<file path="src/rtl/ee_bus_slave.sv">
module ee_bus_slave #(
  parameter int FILT      = 3,
  parameter int PAGE_BITS = 4
) (
  input  logic       clk,
  input  logic       rst_n,
  input  logic       scl_in,
  input  logic       sda_in,
  input  logic [2:0] cs_strap,
  input  logic       busy,
  input  logic [7:0] rd_data,
  output logic       sda_oe,
  output logic [7:0] rd_addr,
  output logic       wr_valid,
  output logic [7:0] wr_addr,
  output logic [7:0] wr_data,
  output logic       wr_commit
);

  typedef enum logic [2:0] {ST_IDLE, ST_CTRL, ST_ADDR, ST_WDAT, ST_RDAT} st_t;

  logic [1:0]      scl_s, sda_s;
  logic [FILT-1:0] scl_h, sda_h;
  logic            scl_f, sda_f, scl_q, sda_q;
  st_t             st;
  logic [3:0]      cnt;
  logic [7:0]      shreg, ptr;
  logic            rw, wrote;

  always_ff @(posedge clk or negedge rst_n)
    if (!rst_n) begin
      scl_s <= '1; sda_s <= '1; scl_h <= '1; sda_h <= '1;
      scl_f <= 1'b1; sda_f <= 1'b1; scl_q <= 1'b1; sda_q <= 1'b1;
    end else begin
      scl_s <= {scl_s[0], scl_in};
      sda_s <= {sda_s[0], sda_in};
      scl_h <= {scl_h[FILT-2:0], scl_s[1]};
      sda_h <= {sda_h[FILT-2:0], sda_s[1]};
      if (&scl_h) scl_f <= 1'b1; else if (~|scl_h) scl_f <= 1'b0;
      if (&sda_h) sda_f <= 1'b1; else if (~|sda_h) sda_f <= 1'b0;
      scl_q <= scl_f;
      sda_q <= sda_f;
    end

  wire start_c  = scl_f & scl_q & sda_q & ~sda_f;
  wire stop_c   = scl_f & scl_q & ~sda_q & sda_f;
  wire scl_rise = scl_f & ~scl_q;
  wire scl_fall = ~scl_f & scl_q;
  wire sel_ok   = (shreg[7:4] == 4'b1010) && (shreg[3:1] == cs_strap);
  wire ack_now  = !busy && (st != ST_CTRL || sel_ok);

  assign rd_addr = ptr;

  always_ff @(posedge clk or negedge rst_n)
    if (!rst_n) begin
      st <= ST_IDLE; cnt <= '0; shreg <= '0; ptr <= '0; rw <= 1'b0; wrote <= 1'b0;
      sda_oe <= 1'b0; wr_valid <= 1'b0; wr_addr <= '0; wr_data <= '0; wr_commit <= 1'b0;
    end else begin
      wr_valid  <= 1'b0;
      wr_commit <= 1'b0;
      if (stop_c) begin
        st <= ST_IDLE; sda_oe <= 1'b0; wr_commit <= wrote; wrote <= 1'b0;
      end else if (start_c) begin
        st <= ST_CTRL; cnt <= '0; sda_oe <= 1'b0;
      end else if (st != ST_IDLE) begin
        if (scl_rise) begin
          if (cnt < 4'd8) begin
            cnt <= cnt + 4'd1;
            if (st != ST_RDAT) shreg <= {shreg[6:0], sda_f};
          end else if (cnt == 4'd9 && st == ST_RDAT) begin
            if (!sda_f) begin ptr <= ptr + 8'd1; cnt <= 4'd10; end
            else st <= ST_IDLE;
          end
        end else if (scl_fall) begin
          if (st == ST_RDAT) begin
            if (cnt >= 4'd1 && cnt <= 4'd7) sda_oe <= ~shreg[3'd7 - cnt[2:0]];
            else if (cnt == 4'd8) begin sda_oe <= 1'b0; cnt <= 4'd9; end
            else if (cnt == 4'd10) begin shreg <= rd_data; sda_oe <= ~rd_data[7]; cnt <= '0; end
          end else if (cnt == 4'd8) begin
            if (!ack_now) begin
              st <= ST_IDLE; sda_oe <= 1'b0;
            end else begin
              sda_oe <= 1'b1; cnt <= 4'd9;
              case (st)
                ST_CTRL: rw <= shreg[0];
                ST_ADDR: ptr <= shreg;
                default: begin
                  wr_valid <= 1'b1; wr_addr <= ptr; wr_data <= shreg; wrote <= 1'b1;
                  ptr <= {ptr[7:PAGE_BITS], ptr[PAGE_BITS-1:0] + 1'b1};
                end
              endcase
            end
          end else if (cnt == 4'd9) begin
            sda_oe <= 1'b0; cnt <= '0;
            case (st)
              ST_CTRL: if (rw) begin st <= ST_RDAT; shreg <= rd_data; sda_oe <= ~rd_data[7]; end
                       else st <= ST_ADDR;
              ST_ADDR: st <= ST_WDAT;
              default: ;
            endcase
          end
        end
      end
    end

  p_start_release_r2: assert property (@(posedge clk) disable iff (!rst_n)
    start_c |=> !sda_oe);
  p_busy_noack_r3: assert property (@(posedge clk) disable iff (!rst_n)
    (st == ST_CTRL && $rose(sda_oe)) |-> $past(!busy));
  p_wr_clean_r4: assert property (@(posedge clk) disable iff (!rst_n)
    wr_valid |-> $past(!busy));
  p_commit_pulse_r6: assert property (@(posedge clk) disable iff (!rst_n)
    wr_commit |=> !wr_commit);
  p_oe_scl_low_r8: assert property (@(posedge clk) disable iff (!rst_n)
    (sda_oe != $past(sda_oe)) |-> (!scl_f || start_c || stop_c || $past(start_c || stop_c)));

endmodule

</file>
<file path="config.mk">
export PLATFORM = sky130hd
export DESIGN_NAME = ee_bus_slave
export DESIGN_NICKNAME = d
export VERILOG_FILES = /design/src/rtl/ee_bus_slave.sv
export SDC_FILE = /design/constraint.sdc
export NUM_CORES = 1
export LEC_CHECK = 0
export BUFFER_PORTS_ARGS = -buffer_cell sky130_fd_sc_hd__buf_2
export CAP_MARGIN = 15
export CORE_MARGIN = 5
export CORE_UTILIZATION = 50
export DETAILED_ROUTE_END_ITERATION = 16
export GPL_TIMING_DRIVEN = 0
export PLACE_DENSITY = 0.71
export SLEW_MARGIN = 20
export SYNTH_ARGS = -nofsm -noshare
export SYNTH_HDL_FRONTEND = slang
export SYNTH_SLANG_ARGS = --single-unit
export TNS_END_PERCENT = 10
</file>
<file path="constraint.sdc">
create_clock -name clk -period 7.15 [get_ports clk]
set_input_delay 0.3575 -clock clk [delete_from_list [all_inputs] [get_ports clk]]
set_output_delay 0.3575 -clock clk [all_outputs]
set_load 0.01 [all_outputs]
</file>
==> results of run 1 <==
## through the flow
stage / worst slack [ps] / power, W
after floorplan: 4750 / 0.0007445
after global placement: 4359 / 0.0008592
after detailed placement: 4289 / 0.0008705
after CTS: 4267 / 0.001218
after global routing: 4007 / 0.001291
final: 4202 / 0.001222
## Yosys cell counts, types with 7 or more instances
master / count
dfrtp_1: 44
mux2_2: 33
nand2_1: 15
nor2_1: 15
dfstp_2: 14
inv_1: 13
o21ai_0: 12
clkbuf_1: 11
nand3_1: 11
a21oi_1: 10
ha_1: 9
nor3_1: 7
## critical path, cell delays in order, from the launching register on
cell	delay, ps
dfstp_2	580
ha_1	300
clkbuf_1	400
buf_1	490
clkbuf_1	510
nand2_1	130
nor3_1	180
o2111ai_1	150
o211ai_1	140
## routing by layer
layer	wire length, um	part of all wire [%]	global-route usage (%)
met2	3756	46	31.11
met3	469	5.8	5.583
met5	0	0	0
met1	3648	45	27.24
met4	232	2.9	8.189
## where the power goes
group          total [W]  switching [W]  leakage (nW)  internal [W]
registers       0.000472      0.0000842         0.720      0.000388
logic           0.000404       0.000223         0.883      0.000181
clock network   0.000345       0.000140         0.111      0.000205
total            0.00122       0.000448          1.71      0.000774
## kinds of logic after synthesis
logic type	Yosys count	share of synthesized area (%)
AOI/OAI and AO/OA	67	14.67
xor gates and xnor gates	4	1.078
adders and majority gates	10	3.774
buffers and inverters	28	3.735
DFF	58	45.21
muxes	43	15.44
and+or+nand+nor	93	16.10
## state kept, by name, summed over array words and instances, names as in the netlist, 2 cells and up
name and count:
cnt 4, rd_addr 8, scl_h 3, scl_s 2, sda_h 3, sda_s 2, shreg 8, st 3
wr_addr 8, wr_data 8
## worst max path at each step
| stage | depth (start not counted) | start | endpoint | slack (ps) |
|---|---|---|---|---|
| 5_1_grt | 8 | scl_f | cnt[2] | 4010 |
| 2_1_floorplan | 7 | cnt[0] | rd_addr[6] | 4750 |
| 4_1_cts | 8 | scl_f | cnt[2] | 4270 |
| 3_3_place_gp | 8 | scl_f | cnt[2] | 4360 |
| 3_5_place_dp | 8 | scl_f | cnt[2] | 4290 |
| 6_report | 8 | scl_f | cnt[2] | 4200 |
## cell type report
cell class | instances | area share (%)
Sequential cell | 58 | 38.89
Clock buffer | 11 | 3.743
Multi-Input combinational cell | 217 | 43.92
Buffer | 15 | 1.921
Clock inverter | 5 | 2.054
Tap cell | 77 | 2.551
Inverter | 13 | 1.292
Timing Repair Buffer | 42 | 5.631
==> run_results.csv, run 1 <==
group,metric,value,unit
worst_setup_path,r2r_cells,8,
global_route,grt_use_total,20.35,%
clock_tree,htreeDepth,3,
worst_setup_path,arrival,3210,ps
worst_setup_path,end_kind,"flop",
placed_design,io_buffers,42,
finish,seq_area,1469,um2
finish,multi_input_area,1659,um2
clock_tree,postCtsSetupBuffers,0,
placed_design,dpl_cell_area,3558,um2
worst_hold_path,hold_path_class,"in2async",
die,rows,29,
die,dieArea,8211,um2
logic_synthesis,yosysSeqAreaShare,45.21,%
logic_synthesis,ys_seq_elements,58,
logic_synthesis,syn_nets,328,
logic_synthesis,yosys-top-cells-area,"dfrtp_1 (34%), mux2_2 (11%), dfstp_2 (11%)",
global_route,grt_overflow,0,
clock_tree,cts_buffers,9,
finish,final_util,59.49,%
global_route,antenna_found_initial,0,
routing,detail_route.wl_per_cell,18.51,um
routing,via_per_inst,6.039,
clock_tree,clock_tree.buffer_depth,2,
logic_synthesis,syn_avg_cell_area,10.72,um2
placed_design,post-dp-hpwl,5.665,mm
logic_synthesis,async_reset_ff_share,100.0,%
logic_synthesis,ys_types,63,
worst_setup_path,worstPathMaxFanout,10,
finish,layout.cell_area.non_filler,3777,um2
sta,fin_tns_setup,0,ps
clock_tree,cts-root-buf,"clkbuf_8",
finish,fin_nets,381,
global_route,grt_pass1_vias,2659,
logic_synthesis,synth_top_area_share,33.89,%
sta,fin_crit_sh,41.24,%
finish,layout_commonest_cell,"dfrtp_1",
worst_setup_path,cp.required,7410,ps
finish,final_cell_count_no_fill,438,
sta,min_period,2948,ps
sta,timing.fmax,0.3392,GHz
power,leakage,1.715,nW
die,die_y,90.62,um
placed_design,gp_congestion,0.9390,
die,io_pins,43,
routing,drt_iter0_markers,210,
worst_setup_path,r2r_slack,4200,ps
global_route,grt_max_degree,59,
sta,worst_pin_slew,763.4,ps
sta,setup_viol,0,
power,power_density,323.4,nW/um2
sta,drv_slew,0,
sta,rsz0062_at_grt,"no",
routing,drtPass1Iterations,5,
logic_synthesis,synth_ff_type,"dfrtp_1",
sta,hold_viol,0,
global_route,grt_pass1_wl,13.49,mm
routing,vias,2645,
clock_tree,cts_hold_buf,0,
power,vdd_drop_max,0.2246,mV
logic_synthesis,synth_edf_count,0,
worst_setup_path,r2r_end,"cnt[2]",
sta,slew_headroom,48.77,%
placed_design,place_inst,422,
finish,drive_gt1_share,32.69,%
die,die_w,90.62,um
clock_tree,cts_tree,"built",
finish,diodes,0,
sta,hold_slack,59.99,ps
job,max_cap_viol_count,0,
logic_synthesis,yosysTopAreaCell,"dfrtp_1",
finish,area_growth,16.25,%
clock_tree,clock_sinks,58,
clock_tree,cts-resized-gates,0,
worst_setup_path,r2r-start,"scl_f",
outcome,status,"finished, final reports clean",
worst_setup_path,startpoint_type,"flop",
routing,wl,8.107,mm
logic_synthesis,syn_inst,303,
clock_tree,clk-insertion-delay-late,350,ps
routing,drc,0,
worst_setup_path,path_class,"reg2reg",
die,design.core.area,6350,um2
routing,drt.antenna.violating_nets,0,
finish,final_cell_mix,"dfrtp_1 (44), buf_2 (42), mux2_2 (33)",
finish,num-fill-cells,519,
logic_synthesis,netlist_area,3249,um2
die,initial_core_util,51.17,%
logic_synthesis,yosysWarningCount,0,
sta,skew,15.60,ps
clock_tree,cts.clk_slew.worst_paths,80,ps
Power figures use the tool's default switching activity.
==> inputs of run 2 (changes only) <==
==> constraint.sdc (replaced) <==
create_clock -name clk -period 2.9 [get_ports clk]
set_input_delay 0.145 -clock clk [delete_from_list [all_inputs] [get_ports clk]]
set_output_delay 0.145 -clock clk [all_outputs]
set_load 0.01 [all_outputs]
==> run_results.csv, run 2 (same netlist as run 1, synthesis figures left out) <==
group,metric,value,unit
global_route,grt_overflow,0,
sta,hold_slack,147.9,ps
global_route,grt_max_degree,59,
routing,wl,8.054,mm
die,initial_core_util,51.17,%
worst_setup_path,critPathMaxStageDelay,580,ps
clock_tree,postCtsSetupBuffers,0,
sta,timing.fmax,0.3579,GHz
worst_setup_path,r2r_slack,110,ps
sta,setup_viol,0,
power,p_total,0.003013,W
worst_setup_path,r2r-start,"scl_f",
worst_setup_path,worstPathMaxFanout,10,
worst_setup_path,path_class,"reg2reg",
sta,fin_crit_sh,96.36,%
worst_hold_path,hold_path_class,"in2reg",
routing,vias,2634,
placed_design,gp_congestion,0.9390,
clock_tree,cts-root-buf,"clkbuf_8",
global_route,grt_pass1_wl,13.58,mm
worst_setup_path,cp.required,3160,ps
finish,area_growth,17.48,%
global_route,antenna_found_initial,0,
worst_setup_path,crit_chain,"ha_1, clkbuf_1, clkbuf_2, clkbuf_1, nand2_1, nor3_1, o2111ai_1, o211ai_1",
outcome,status,"finished, final reports clean",
sta,min_period,2794,ps
job,max_cap_viol_count,0,
die,rows,29,
placed_design,io_buffers,42,
routing,drc,0,
clock_tree,cts_tree,"built",
power,leakage,1.731,nW
sta,rsz0062_at_grt,"yes",
worst_setup_path,r2r_end,"cnt[2]",
worst_setup_path,arrival,3060,ps
worst_setup_path,r2r_cells,8,
worst_setup_path,end_kind,"flop",
finish,drive_gt1_share,33.24,%
die,die_y,90.62,um
routing,drt.antenna.violating_nets,0,
die,dieArea,8211,um2
sta,drv_slew,0,
finish,fin_nets,384,
finish,layout_commonest_cell,"dfrtp_1",
die,design.core.area,6350,um2
global_route,grt_pass1_vias,2675,
clock_tree,clk-insertion-delay-late,350,ps
worst_setup_path,worst_path_most_repeated_cell,"clkbuf_1",
die,io_pins,43,
clock_tree,clock_tree.buffer_depth,2,
worst_setup_path,startpoint_type,"flop",
finish,final_cell_mix,"dfrtp_1 (44), buf_2 (42), mux2_2 (33)",
power,power_density,789.2,nW/um2
clock_tree,cts_buffers,9,
routing,detail_route.wl_per_cell,18.26,um
clock_tree,clock_sinks,58,
worst_setup_path,worstSetupStartpoint,"scl_f",
worst_setup_path,critPathSlowestCell,"dfstp_2",
worst_hold_path,hold_path.startpoint,"rd_data[0]",
sta,hold_viol,0,
die,die_w,90.62,um
global_route,grt_use_total,20.47,%
sta,slew_headroom,52.15,%
power,vdd_drop_max,0.5547,mV
clock_tree,htreeDepth,3,
routing,drt_iter0_markers,275,
worst_setup_path,crit_end,"cnt[2]",
clock_tree,cts.clk_slew.worst_paths,80,ps
sta,skew,14.28,ps
sta,worst_pin_slew,707.8,ps
routing,via_per_inst,5.973,
routing,drtPass1Iterations,5,
finish,diodes,0,
placed_design,post-dp-hpwl,5.665,mm
[run 2: metrics by stage]
stage / setup TNS (ps) / worst slack [ps] / utilization [%] / area [um2] / instances
after floorplan: 0 / 499.9 / - / 3249 / 303
after global placement: 0 / 109.4 / 56.00 / 3556 / 422
after detailed placement: 0 / 38.95 / 56.04 / 3558 / 422
after CTS: 0 / 17.21 / 59.96 / 3807 / 441
after global routing: -54.80 / -54.80 / 60.12 / 3817 / 441
final: 0 / 105.6 / 60.12 / 3817 / 441
[run 2: repair_timing]
action / 4_1_cts / 5_1_grt
endpoints found under the setup margin: 0 / 24
gates resized for setup: 0 / 3
endpoints found under the hold margin: 46 / 0
hold buffers: 3 / 0
[run 2: how the worst min path moves through the flow]
stage	slack [ps]	depth (start not counted)	to
after global routing	150	3	shreg[3]
after global placement	250	1	scl_s[0]
after detailed placement	250	1	scl_s[0]
final	150	3	shreg[0]
after CTS	150	3	shreg[2]
after floorplan	-150	0	cnt[0]
[run 2: final cells by class]
cell class,instances,area [um2]
fill,517,2532
multi-input combinational,217,1668
sequential,58,1469
timing repair buffer,45,242.7
clock buffer,11,141.4
tap,77,96.34
clock inverter,5,77.57
buffer,15,73.82
inverter,13,48.80
[run 2: report_power, final]
| part | total [W] | leakage (nW) | internal, W | switching, W |
|---|---|---|---|---|
| clock | 0.000851 | 0.111 | 0.000505 | 0.000346 |
| sequential | 0.00116 | 0.720 | 0.000956 | 0.000206 |
| combinational | 0.00100 | 0.900 | 0.000451 | 0.000549 |
[run 2: critical path, delay by kind of cell, from the launching register on]
family          cells  cell delay (ps)
compound gates      2              290
buf+inv             3             1250
flops               1              580
simple gates        2              310
fa+ha+maj           1              300
[run 2: per-layer routing]
metal  GRT usage (%)  share of wire, %  routed length, um  up-vias
li1                -                 -                  -     1234
met1           27.51                45               3602     1275
met2           31.23                47               3784      104
met3           5.583               5.6                450       21
met4           8.189               2.7                216        0
met5               0                 0                  0        -
==> inputs of run 3 (changes only) <==
--- a/config.mk
+++ b/config.mk
@@ -5,6 +5,7 @@
 export SDC_FILE = /design/constraint.sdc
 export NUM_CORES = 1
 export LEC_CHECK = 0
+export ABC_AREA = 1
 export BUFFER_PORTS_ARGS = -buffer_cell sky130_fd_sc_hd__buf_2
 export CAP_MARGIN = 15
 export CORE_MARGIN = 5
==> run_results.csv, run 3 <==
group,metric,value,unit
finish,area_growth,17.07,%
sta,fin_tns_setup,0,ps
outcome,status,"finished, final reports clean",
logic_synthesis,syn_avg_cell_area,7.551,um2
routing,detail_route.wl_per_cell,14.67,um
logic_synthesis,syn_inst,428,
worst_setup_path,worstPathMaxFanout,9,
logic_synthesis,netlist_area,3232,um2
clock_tree,clock_sinks,58,
clock_tree,htreeDepth,3,
global_route,grt_max_degree,59,
global_route,grt_overflow,0,
power,vdd_drop_max,0.3891,mV
worst_setup_path,end_kind,"flop",
worst_hold_path,hold_path_class,"in2reg",
logic_synthesis,synth_ff_type,"dfrtp_1",
sta,fin_ws,746.8,ps
routing,drc,0,
placed_design,post-dp-hpwl,5.974,mm
die,initial_core_util,51.19,%
routing,drt.antenna.violating_nets,0,
sta,setup_viol,0,
global_route,antenna_found_initial,0,
finish,final_cell_mix,"nand2_1 (136), nand3_1 (48), inv_1 (45)",
logic_synthesis,yosysTopAreaCell,"dfrtp_1",
worst_setup_path,critPathMaxStageDelay,460,ps
die,rows,29,
global_route,grt_pass1_vias,2888,
clock_tree,cts_buffers,9,
die,die_w,90.40,um
routing,via_per_inst,5.352,
finish,drive_gt1_share,21.06,%
logic_synthesis,syn_nets,453,
finish,diodes,0,
sta,drv_slew,0,
placed_design,io_buffers,42,
finish,layout.cell_area.non_filler,3784,um2
die,dieArea,8171,um2
clock_tree,cts_tree,"built",
routing,vias,3029,
placed_design,dpl_cell_area,3541,um2
logic_synthesis,yosysWarningCount,0,
placed_design,gp_congestion,0.9189,
logic_synthesis,synth_commonest_cells,"nand2_1 (136), nand3_1 (48), inv_1 (45)",
worst_setup_path,critPathSlowestCell,"dfrtp_1",
power,leakage,2.021,nW
global_route,grt_pass1_wl,14.01,mm
logic_synthesis,yosysSeqAreaShare,45.45,%
logic_synthesis,ys_seq_elements,58,
routing,drt_iter0_markers,186,
power,power_density,776.1,nW/um2
sta,timing.fmax,0.4644,GHz
global_route,grt_use_total,21.06,%
sta,worst_pin_slew,725.3,ps
worst_setup_path,cp_top_family,"simple AND/OR/NAND/NOR gates",
logic_synthesis,yosys-top-cells-area,"dfrtp_1 (34%), nand2_1 (16%), dfstp_2 (11%)",
logic_synthesis,synth_top_area_share,34.07,%
sta,hold_viol,0,
worst_setup_path,cp.required,3140,ps
logic_synthesis,async_reset_ff_share,100.0,%
job,max_cap_viol_count,0,
routing,drtPass1Iterations,6,
finish,layout_commonest_cell,"nand2_1",
sta,skew,14.97,ps
die,io_pins,43,
die,die_y,90.40,um
worst_setup_path,path_buf_inv,2,
placed_design,preCtsSetupSlack,797.1,ps
sta,slew_headroom,51.64,%
finish,fin_nets,509,
logic_synthesis,yosysMostFrequentCell,"nand2_1",
clock_tree,clk-insertion-delay-late,360,ps
die,design.core.area,6314,um2
worst_setup_path,startpoint_type,"flop",
clock_tree,cts.clk_slew.worst_paths,70,ps
sta,fin_crit_sh,74.25,%
routing,wl,8.306,mm
worst_setup_path,crit_chain,"inv_1, ha_1, nand3_1, inv_1, nand4_1, nand3_1, nand2_4, nand2_1, nand2_1",
worst_setup_path,path_class,"reg2reg",
logic_synthesis,ys_types,32,
sta,rsz0062_at_grt,"no",
logic_synthesis,synth_edf_count,0,
clock_tree,cts-root-buf,"clkbuf_8",
worst_setup_path,arrival,2390,ps
clock_tree,clock_tree.buffer_depth,2,
sta,min_period,2153,ps
[run 3: changes by cell type in the layout (fill, tap and decap cells not counted), sizes merged, moves of 18 or more]
cell / before / now
mux2: 37 / 0
o21ai: 13 / 31
nor2: 16 / 40
nand3: 11 / 48
nand2: 15 / 143
inv: 13 / 50
[run 3: what timing repair did]
| action | CTS | global route |
|---|---|---|
| resized for setup | 0 | 0 |
| hold buffers | 3 | 0 |
| endpoints found under the setup margin | 0 | 0 |
| endpoints found under the hold margin | 46 | 0 |
| buffers inserted | 0 | 0 |
[run 3: tightest hold or removal path: cells and delay by family]
kind | cells | cell delay [ps]
buf+inv | 1 | 70
simple gates | 4 | 220
[run 3: cells by family after synthesis]
logic type,synth area share (%)
adder cells (fa/ha/maj),3.484
flip-flops,45.45
AO/OA/AOI/OAI,9.253
buffers and inverters,7.162
XOR/XNOR,0.8132
AND/OR/NAND/NOR,33.84
[run 3: worst paths after layout]
| kind | from | depth (start not counted) | slack [ps] | end |
|---|---|---|---|---|
| max in group asynchronous | rst_n | 2 | 2030 | wr_commit |
| hold reg to reg | sda_h[1] | 0 | 360 | sda_h[2] |
| setup reg to reg | cnt[1] | 9 | 750 | shreg[5] |
| setup / recovery | cnt[1] | 9 | 750 | shreg[5] |
| hold / removal | rd_data[0] | 5 | 120 | shreg[0] |
| min in group asynchronous | rst_n | 2 | 390 | wr_addr[4] |
[run 3: final cells by class]
type / instances / area [um2]
plain buffers: 7 / 40.04
clock inverters: 5 / 61.31
multi-input cells: 313 / 1531
repair buffers: 45 / 242.7
clock buffers: 11 / 151.4
inverters: 50 / 191.4
fillers: 591 / 2530
well taps: 77 / 96.34
flip-flops and latches: 58 / 1469
[run 3: metrics by stage]
step / hold slack (ps) / instances / utilization, % / total power [W]
after floorplan: -150.6 / 428 / - / 0.001804
after global placement: 249.9 / 547 / 56.04 / 0.002096
final: 123.5 / 566 / 59.93 / 0.002937
after CTS: 131.6 / 566 / 59.93 / 0.002935
after detailed placement: 250.2 / 547 / 56.08 / 0.002122
after global routing: 154.6 / 566 / 59.93 / 0.003162
[run 3: metal layers]
| layer | vias to the layer above | global-route usage [%] | wire [um] |
|---|---|---|---|
| met4 | 0 | 7.816 | 142 |
| met1 | 1427 | 27.31 | 3677 |
| met5 | - | 0 | 0 |
| met3 | 14 | 5.500 | 549 |
| li1 | 1484 | - | - |
| met2 | 104 | 33.78 | 3936 |
[run 3: report_power, final]
part / switching [W] / internal (W)
combinational: 0.000678 / 0.000311
sequential: 0.000180 / 0.000963
clock: 0.000359 / 0.000446
total: 0.00122 / 0.00172
